**src/rtl/nseq_pkg.sv**
```systemverilog
package nseq_pkg;
    typedef enum logic [2:0] {
        S_IDLE  = 3'd0,
        S_CMD   = 3'd1,
        S_ADDR  = 3'd2,
        S_WWAIT = 3'd3,
        S_WDATA = 3'd4,
        S_RDATA = 3'd5,
        S_RHOLD = 3'd6,
        S_DONE  = 3'd7
    } nseq_state_e;
endpackage

```
**src/rtl/nseq_strobe_timer.sv**
```systemverilog
module nseq_strobe_timer #(
    parameter int TW = 4
) (
    input  logic          clk,
    input  logic          rst_n,
    input  logic          start_i,
    input  logic [TW-1:0] lo_i,
    input  logic [TW-1:0] hi_i,
    output logic          low_o,
    output logic          rise_o,
    output logic          fin_o
);
    typedef struct packed {
        logic          active;
        logic          phase;
        logic [TW-1:0] cnt;
    } tmr_t;

    tmr_t q, d;
    logic [TW-1:0] lo_eff, hi_eff;

    assign lo_eff = (lo_i < TW'(2)) ? TW'(2) : lo_i;
    assign hi_eff = (hi_i < TW'(2)) ? TW'(2) : hi_i;

    always_comb begin
        d = q;
        if (q.active) begin
            if (!q.phase) begin
                if (q.cnt == lo_eff - TW'(1)) begin
                    d.phase = 1'b1;
                    d.cnt   = '0;
                end else begin
                    d.cnt = q.cnt + TW'(1);
                end
            end else begin
                if (q.cnt == hi_eff - TW'(1)) begin
                    d.active = 1'b0;
                    d.cnt    = '0;
                end else begin
                    d.cnt = q.cnt + TW'(1);
                end
            end
        end
        if (start_i) begin
            d.active = 1'b1;
            d.phase  = 1'b0;
            d.cnt    = '0;
        end
    end

    always_ff @(posedge clk or negedge rst_n) begin
        if (!rst_n) q <= '0;
        else        q <= d;
    end

    assign low_o  = q.active && !q.phase;
    assign rise_o = low_o && (q.cnt == lo_eff - TW'(1));
    assign fin_o  = q.active && q.phase && (q.cnt == hi_eff - TW'(1));
endmodule

```
**src/rtl/nseq_addr_slice.sv**
```systemverilog
module nseq_addr_slice #(
    parameter int ADDR_W = 27,
    parameter int NBYTES = 4,
    parameter int IDX_W  = 2
) (
    input  logic [ADDR_W-1:0] addr_i,
    input  logic [IDX_W-1:0]  idx_i,
    output logic [7:0]        byte_o
);
    localparam int PAD = NBYTES * 8 - ADDR_W;
    logic [NBYTES*8-1:0] padded;

    generate
        if (PAD > 0) begin : g_pad
            assign padded = {{PAD{1'b0}}, addr_i};
        end else begin : g_nopad
            assign padded = addr_i;
        end
    endgenerate

    assign byte_o = padded[idx_i*8 +: 8];
endmodule

```
**src/rtl/nseq_engine.sv**
```systemverilog
module nseq_engine
    import nseq_pkg::*;
#(
    parameter int ADDR_W = 27,
    parameter int LEN_W  = 8,
    parameter int TW     = 4,
    parameter int IO_W   = 16
) (
    input  logic              clk,
    input  logic              rst_n,
    input  logic [TW-1:0]     cfg_lo,
    input  logic [TW-1:0]     cfg_hi,
    input  logic              req_valid,
    output logic              req_ready,
    input  logic [7:0]        req_cmd,
    input  logic [ADDR_W-1:0] req_addr,
    input  logic              req_has_addr,
    input  logic [LEN_W-1:0]  req_len,
    input  logic              req_read,
    input  logic              req_modify,
    input  logic              req_wide,
    input  logic              wr_valid,
    output logic              wr_ready,
    input  logic [IO_W-1:0]   wr_data,
    output logic              rd_valid,
    input  logic              rd_ready,
    output logic [IO_W-1:0]   rd_data,
    output logic              done,
    output logic              ce_n,
    output logic              cle,
    output logic              ale,
    output logic              we_n,
    output logic              re_n,
    output logic              wp_n,
    output logic [IO_W-1:0]   io_out,
    output logic              io_oe,
    input  logic [IO_W-1:0]   io_in
);
    localparam int ABYTES = (ADDR_W + 7) / 8;
    localparam int IDX_W  = $clog2(ABYTES);
    localparam logic [IDX_W-1:0] LAST_IDX = IDX_W'(ABYTES - 1);

    typedef struct packed {
        nseq_state_e       state;
        logic [7:0]        cmd;
        logic [ADDR_W-1:0] addr;
        logic              has_addr;
        logic              rd;
        logic              modify;
        logic              wide;
        logic [LEN_W-1:0]  left;
        logic [IDX_W-1:0]  idx;
        logic [IO_W-1:0]   wbuf;
        logic [IO_W-1:0]   rbuf;
    } ctx_t;

    ctx_t q, d;
    logic t_start, t_low, t_rise, t_fin;
    logic [7:0] abyte;

    nseq_strobe_timer #(.TW(TW)) u_timer (
        .clk    (clk),
        .rst_n  (rst_n),
        .start_i(t_start),
        .lo_i   (cfg_lo),
        .hi_i   (cfg_hi),
        .low_o  (t_low),
        .rise_o (t_rise),
        .fin_o  (t_fin)
    );

    nseq_addr_slice #(.ADDR_W(ADDR_W), .NBYTES(ABYTES), .IDX_W(IDX_W)) u_slice (
        .addr_i(q.addr),
        .idx_i (q.idx),
        .byte_o(abyte)
    );

    function automatic logic [IO_W-1:0] narrow(input logic [IO_W-1:0] w, input logic wide);
        return wide ? w : {{(IO_W-8){1'b0}}, w[7:0]};
    endfunction

    always_comb begin
        d         = q;
        t_start   = 1'b0;
        req_ready = 1'b0;
        wr_ready  = 1'b0;
        rd_valid  = 1'b0;
        done      = 1'b0;
        case (q.state)
            S_IDLE: begin
                req_ready = 1'b1;
                if (req_valid) begin
                    d.cmd      = req_cmd;
                    d.addr     = req_addr;
                    d.has_addr = req_has_addr;
                    d.rd       = req_read;
                    d.modify   = req_modify;
                    d.wide     = req_wide;
                    d.left     = req_len;
                    d.idx      = '0;
                    d.state    = S_CMD;
                    t_start    = 1'b1;
                end
            end
            S_CMD, S_ADDR: begin
                if (t_fin) begin
                    if (q.state == S_CMD && q.has_addr) begin
                        d.state = S_ADDR;
                        d.idx   = '0;
                        t_start = 1'b1;
                    end else if (q.state == S_ADDR && q.idx != LAST_IDX) begin
                        d.idx   = q.idx + IDX_W'(1);
                        t_start = 1'b1;
                    end else if (q.left == '0) begin
                        d.state = S_DONE;
                    end else if (q.rd) begin
                        d.state = S_RDATA;
                        t_start = 1'b1;
                    end else begin
                        d.state = S_WWAIT;
                    end
                end
            end
            S_WWAIT: begin
                wr_ready = 1'b1;
                if (wr_valid) begin
                    d.wbuf  = narrow(wr_data, q.wide);
                    d.state = S_WDATA;
                    t_start = 1'b1;
                end
            end
            S_WDATA: begin
                if (t_fin) begin
                    d.left  = q.left - LEN_W'(1);
                    d.state = (q.left == LEN_W'(1)) ? S_DONE : S_WWAIT;
                end
            end
            S_RDATA: begin
                if (t_rise) d.rbuf = narrow(io_in, q.wide);
                if (t_fin) begin
                    d.left  = q.left - LEN_W'(1);
                    d.state = S_RHOLD;
                end
            end
            S_RHOLD: begin
                rd_valid = 1'b1;
                if (rd_ready) begin
                    if (q.left == '0) begin
                        d.state = S_DONE;
                    end else begin
                        d.state = S_RDATA;
                        t_start = 1'b1;
                    end
                end
            end
            S_DONE: begin
                done    = 1'b1;
                d.state = S_IDLE;
            end
            default: d.state = S_IDLE;
        endcase
    end

    always_ff @(posedge clk or negedge rst_n) begin
        if (!rst_n) q <= '0;
        else        q <= d;
    end

    always_comb begin
        io_out = '0;
        case (q.state)
            S_CMD:   io_out = {{(IO_W-8){1'b0}}, q.cmd};
            S_ADDR:  io_out = {{(IO_W-8){1'b0}}, abyte};
            S_WDATA: io_out = q.wbuf;
            default: io_out = '0;
        endcase
    end

    assign io_oe   = (q.state == S_CMD) || (q.state == S_ADDR) || (q.state == S_WDATA);
    assign ce_n    = (q.state == S_IDLE);
    assign cle     = (q.state == S_CMD);
    assign ale     = (q.state == S_ADDR);
    assign we_n    = !(t_low && io_oe);
    assign re_n    = !(t_low && (q.state == S_RDATA));
    assign wp_n    = (q.state != S_IDLE) && q.modify;
    assign rd_data = q.rbuf;
endmodule

```
**config.mk**
```make
export PLATFORM = sky130hd
export DESIGN_NAME = nseq_engine
export DESIGN_NICKNAME = d
export VERILOG_FILES = /design/src/rtl/nseq_pkg.sv /design/src/rtl/nseq_strobe_timer.sv /design/src/rtl/nseq_addr_slice.sv /design/src/rtl/nseq_engine.sv
export SDC_FILE = /design/constraint.sdc
export NUM_CORES = 1
export LEC_CHECK = 0
export BUFFER_PORTS_ARGS = -buffer_cell sky130_fd_sc_hd__clkbuf_2
export CELL_PAD_IN_SITES_DETAIL_PLACEMENT = 0
export CELL_PAD_IN_SITES_GLOBAL_PLACEMENT = 1
export CORE_MARGIN = 2
export CORE_UTILIZATION = 40
export CTS_BUF_LIST = sky130_fd_sc_hd__clkbuf_8
export DETAILED_ROUTE_END_ITERATION = 10
export GPL_ROUTABILITY_DRIVEN = 1
export PLACE_DENSITY = 0.93
export SLEW_MARGIN = 5
export SYNTH_ARGS = -nofsm -noshare
export SYNTH_HDL_FRONTEND = slang
export SYNTH_SLANG_ARGS = --single-unit
```
**constraint.sdc**
```tcl
create_clock -name clk -period 2.35 [get_ports clk]
set_input_delay 0.1175 -clock clk [delete_from_list [all_inputs] [get_ports clk]]
set_output_delay 0.1175 -clock clk [all_outputs]
set_load 0.03 [all_outputs]
```
== After elaboration in Yosys (flattened, before gate mapping) ==
Cells that the tools add are included.
Word-level totals
  bits in registers: 90
  input port bits: 92
  output and inout port bits: 43
  word-level logic and storage cells: 117
Cells by class
  add/sub/neg operators: 5
  $lt $le $gt $ge: 2
  eq/ne operators: 20
  shift operators: 1
  muxes and demuxes: 47
  reduce and logical (&&, ||, !) cells: 28
Operators with widths (count)
  2-to-1 mux 52 bit: 1
  one-hot mux 16 bit (3 select lines): 1
  2-to-1 mux 16 bit: 2
  indexed part select 32 x 6 -> 8 bit: 1
  2-to-1 mux 3 bit: 10
  one-hot mux 3 bit (7 select lines): 1
  2-to-1 mux 4 bit: 5
  2-to-1 mux 1 bit: 17
  one-hot mux 8 bit (2 select lines): 1
  != test 2 bit, second input constant: 7
  equality test 3 bit, second input constant: 4
  2-to-1 mux 6 bit: 2
  logical AND 1 bit: 9
  equality test 4 bit: 2
  equality test 8 x 1 -> 1 bit, second input constant: 1
  zero test 8 bit: 1
  less-than comparator 4 x 2 -> 1 bit, second input constant: 2
  2-to-1 mux 2 bit: 4
  2-to-1 mux 8 bit: 1
  subtractor 4 x 1 -> 4 bit, second input constant: 2
  subtractor 8 x 1 -> 8 bit, second input constant: 1
  AND reduction 7 bit: 1
  equality test 3 x 2 -> 1 bit, second input constant: 2
  != test 3 bit, second input constant: 2
  other kinds (15): 23

== Logic depth before layout (Yosys ltp) ==
  depth after elaboration: 8
  mapped depth: 10
  depth with buffers taken out: 8

== Hierarchy ==
Synthesis repeated with hierarchy kept, for this count alone.
Second synthesis, totals
  cell total of the unflattened synthesis: 464
  area total of the unflattened synthesis: 4869.7 µm²
Modules (own cells, without submodules)
  nseq_engine: times used 1, cells each 383, area an instance 4100.2 µm², seq. area each 2102.0 µm²
  nseq_strobe_timer: times used 1, cells each 65, area an instance 580.6 µm², seq. area each 150.1 µm²
  nseq_addr_slice: times used 1, cells each 16, area an instance 188.9 µm², seq. area each 0.0 µm²

== Least setup slack after synthesis ==
OpenSTA, ideal clock, no wires.
  kind: register -> register
  start point: register q[83] (netlist bit)
  end point: register q[32] (netlist bit)
  library setup time: 125 ps
  arrival time: 2386 ps
  path slack: -161 ps
  cell stages (with the launch flop): 7
  buffers on the path: 2
  clock period less this slack: 2511 ps
  path through: dfrtp_1 > clkbuf_1 > nor3_1 > and2_1 > clkbuf_1 > o22a_1 > mux2_2
Between the ends
  elaborated cells between the ends (all ways): 14
  classes of those cells: eq/ne (5); mux (3); reduce/logical (6)
RTL lines
  start, declared: RTL line nseq_engine.sv:57  | ctx_t q, d;
  start signal, assigned: RTL line nseq_engine.sv:165  | if (!rst_n) q <= '0;
  start signal, assigned: RTL line nseq_engine.sv:166  | else q <= d;
  zero test 3 bit (*)
  via ce_n: RTL line nseq_engine.sv:29  | output logic ce_n,
  != test 2 bit (no line) or nonzero test 2 bit (tied branches)
  AND reduction 4 bit (no line)
Mark *: on every way through the listed nets, which the timed path passes. The rest lies on a longest branch. The select of a mux whose other input is x is not followed.
A chain may end at the register's enable or synchronous reset.

== Worst setup path in the final report ==
  start point: register u_timer.q[3] (netlist bit)
  end point: register q[32] (netlist bit)
Between the ends
  longest elaborated chain between the ends: 4
Ends and longest elaborated chain
  start, declared: RTL line nseq_strobe_timer.sv:19  | tmr_t q, d;
  start signal, assigned: RTL line nseq_strobe_timer.sv:52  | if (!rst_n) q <= '0;
  start signal, assigned: RTL line nseq_strobe_timer.sv:53  | else q <= d;
  equality test 4 bit: RTL line nseq_strobe_timer.sv:58  | assign fin_o = q.active && q.phase && (q.cnt == hi_eff - TW'(1));
  logical AND 1 bit: RTL line nseq_strobe_timer.sv:58
  != test 2 bit (no line)
  AND reduction 4 bit (no line)
No other way between the ends.

==> reports/metrics.yaml <==
clock_tree:
  clock_sinks: 90
  htree_levels: 3
  cts_tree: "yes"
  post_cts_buffers: 0
  clkSlewWorstSetupHoldPaths_ns: 0.09
  cts_root_buffer: "clkbuf_8"
  cts_inserted_buffers: 9
  clk_latency_ns: 0.37
  clk_path_buf_depth: 2
floorplan:
  core-area_mm2: 0.0121
  dieArea_mm2: 0.0133
  die_y_um: 115
  die_width_um: 115
  rows: 40
  start_util: 0.411
  io_pins: 135
final_layout:
  layout_commonest_cell: "nand2_1"
  fin_nets: 840
  fin_cells: 915
  seqCellArea_mm2: 0.00226
  layout_common_cells: "nand2_1 (167), clkbuf_2 (133), dfrtp_1 (85)"
  multi_input_area_mm2: 0.00237
  drive_above_1_share: 0.281
  antenna_cells: 0
  area_growth_pct: 34.1
  fillers: 1072
critical_path:
  cp.arrival_ns: 2.50
  cp.required_ns: 2.61
  path_class: "reg2reg"
  worstSetupStartpointType: "flip-flop"
  path_max_fanout: 11
  crit_path_end_kind: "flip-flop"
logic_synthesis:
  synth_top_area_share: 0.454
  yosys.area.top_type: "dfrtp_1"
  synth-seq-area-share: 0.454
  syn-num-nets: 653
  avgSynthCellArea_um2: 8.93
  synth-edff-count: 0
  async_reset_ff_frac: 1.00
  netlist_area_mm2: 0.00496
  synth_area_leaders: "dfrtp_1 (45%), nand2_1 (13%), mux2_2 (3.9%), mux2i_1 (2.8%), o21ai_0 (2.8%)"
  ys_ff_latch: 90
  synth-main-ff-cell: "dfrtp_1"
  syn_inst: 555
  ys_types: 64
  ys_warn_count: 0
detailed_routing:
  avgRoutedWirePerCell_um: 14.4
  drc: 0
  initialDrtViolationCount: 236
  detail_route.first_pass.iterations: 5
  via_per_inst: 5.01
  wirelength_mm: 13.2
  vias: 4584
  ant_nets: 0
sta:
  hold_violations: 0
  finalWorstPathRequiredPeriod_ns: 2.24
  finClkSkew_ns: 0.0127
  worst_pin_slew_ns: 0.645
  timing.fmax_mhz: 447
  setup_violations: 0
  tns_ns: 0
  maxSlewViolCount: 0
  slew_headroom: 0.570
  period_share: 0.953
  rsz0062_at_grt: "false"
power:
  power_uw: 2900
  vdd_drop_max_mv: 0.309
  p_leak_uw: 0.00336
  p_per_area_mw_per_mm2: 437
job:
  cap_violations: 0
outcome:
  status: "finished, final reports clean"
grt:
  grt_pass1_vias: 4605
  grt_overflow: 0
  grt_pass1_wl_mm: 21.7
  grt.total_usage: 0.207
  grt_start_max_net_pins: 50
  antenna_found_initial: 0
place:
  portBuffers: 134
  dp_hpwl_mm: 9.35
  gp_congestion: 0.808
  dp_cells: 827
hold_path:
  min_path_type: "in2reg"
[registers in the layout (all words and copies together), names as in the netlist]
name and cells:
rd_data 16, q 68, u_timer.q 6
[synthesized netlist by cell type, types with 7 or more instances]
master	number
inv_1	16
a22oi_1	8
mux2i_1	14
nand2_1	167
nand3_1	8
a21oi_1	19
nor2_1	24
o21ai_0	28
dfrtp_1	90
nand2b_1	8
clkbuf_1	25
a31oi_1	7
and2_1	10
buf_4	18
mux2_2	17
[cells by family after synthesis]
| kind of cell | after synthesis | synth area share |
|---|---|---|
| AOI/OAI and AO/OA | 95 | 0.125 |
| DFF | 90 | 0.454 |
| xor gates and xnor gates | 8 | 0.0141 |
| buffers and inverters | 66 | 0.0707 |
| and+or+nand+nor | 253 | 0.232 |
| muxes | 36 | 0.0865 |
| adders and majority gates | 7 | 0.0174 |
[routing by layer]
layer | wire length [um] | global-route usage
met3 | 638 | 0.0343
met2 | 6710 | 0.351
met1 | 5560 | 0.264
met5 | 0 | 0
met4 | 315 | 0.0795
[through the flow]
| stage | hold WS, ns | instance area [um2] | util | setup WS, ns |
|---|---|---|---|---|
| global route | 0.0682 | 6650 | 0.551 | 0.0167 |
| floorplan | -0.178 | 4960 | - | 0.177 |
| CTS | 0.0283 | 6630 | 0.550 | 0.00531 |
| detailed placement | 0.192 | 5720 | 0.474 | 0.0538 |
| finish | 0.0450 | 6650 | 0.551 | 0.112 |
| global placement | 0.172 | 5720 | 0.474 | 0.210 |
[worst max-delay path, cell delays in order (launching register included)]
cell and delay [ns]:
dfrtp_2 0.47, nor4_2 0.30, a21oi_1 0.07, o311a_1 0.21, nor4b_2 0.32, buf_4 0.22
o22a_1 0.20, mux2_2 0.33
[cell type report]
class,count,area share
inverter,16,0.00903
clock inverter,7,0.0104
timing repair buffer,226,0.234
multi-input combinational,399,0.356
tap,168,0.0316
sequential,90,0.340
clock buffer,9,0.0186
[worst paths after layout]
kind	cells after the start	end	startpoint	slack, ns
min in group asynchronous	2	q[49]$_DFFE_PN0P_	rst_n	0.31
max in group asynchronous	3	u_timer.q[3]$_DFFE_PN0P_	rst_n	1.35
worst min register to register	2	q[62]$_DFFE_PN0P_	q[62]$_DFFE_PN0P_	0.48
worst min-delay path	3	q[34]$_DFFE_PN0P_	req_len[0]	0.05
worst max-delay path	7	q[32]$_DFFE_PN0P_	u_timer.q[3]$_DFFE_PN0P_	0.11
worst max register to register	7	q[32]$_DFFE_PN0P_	u_timer.q[3]$_DFFE_PN0P_	0.11
[where the power goes]
| group | internal, uW | leakage, uW | switching (uW) | total, uW |
|---|---|---|---|---|
| sequential | 1550 | 0.00117 | 3.95 | 1560 |
| combinational | 163 | 0.00209 | 124 | 288 |
| clock | 490 | 0.000101 | 566 | 1060 |
[what timing repair did]
| item | in CTS | in global routing |
|---|---|---|
| endpoints found under the hold margin | 119 | 0 |
| endpoints found under the setup margin | 0 | 11 |
| hold buffers | 72 | 0 |
| gates resized for setup | 0 | 7 |
(Power assumes the default switching activity.)
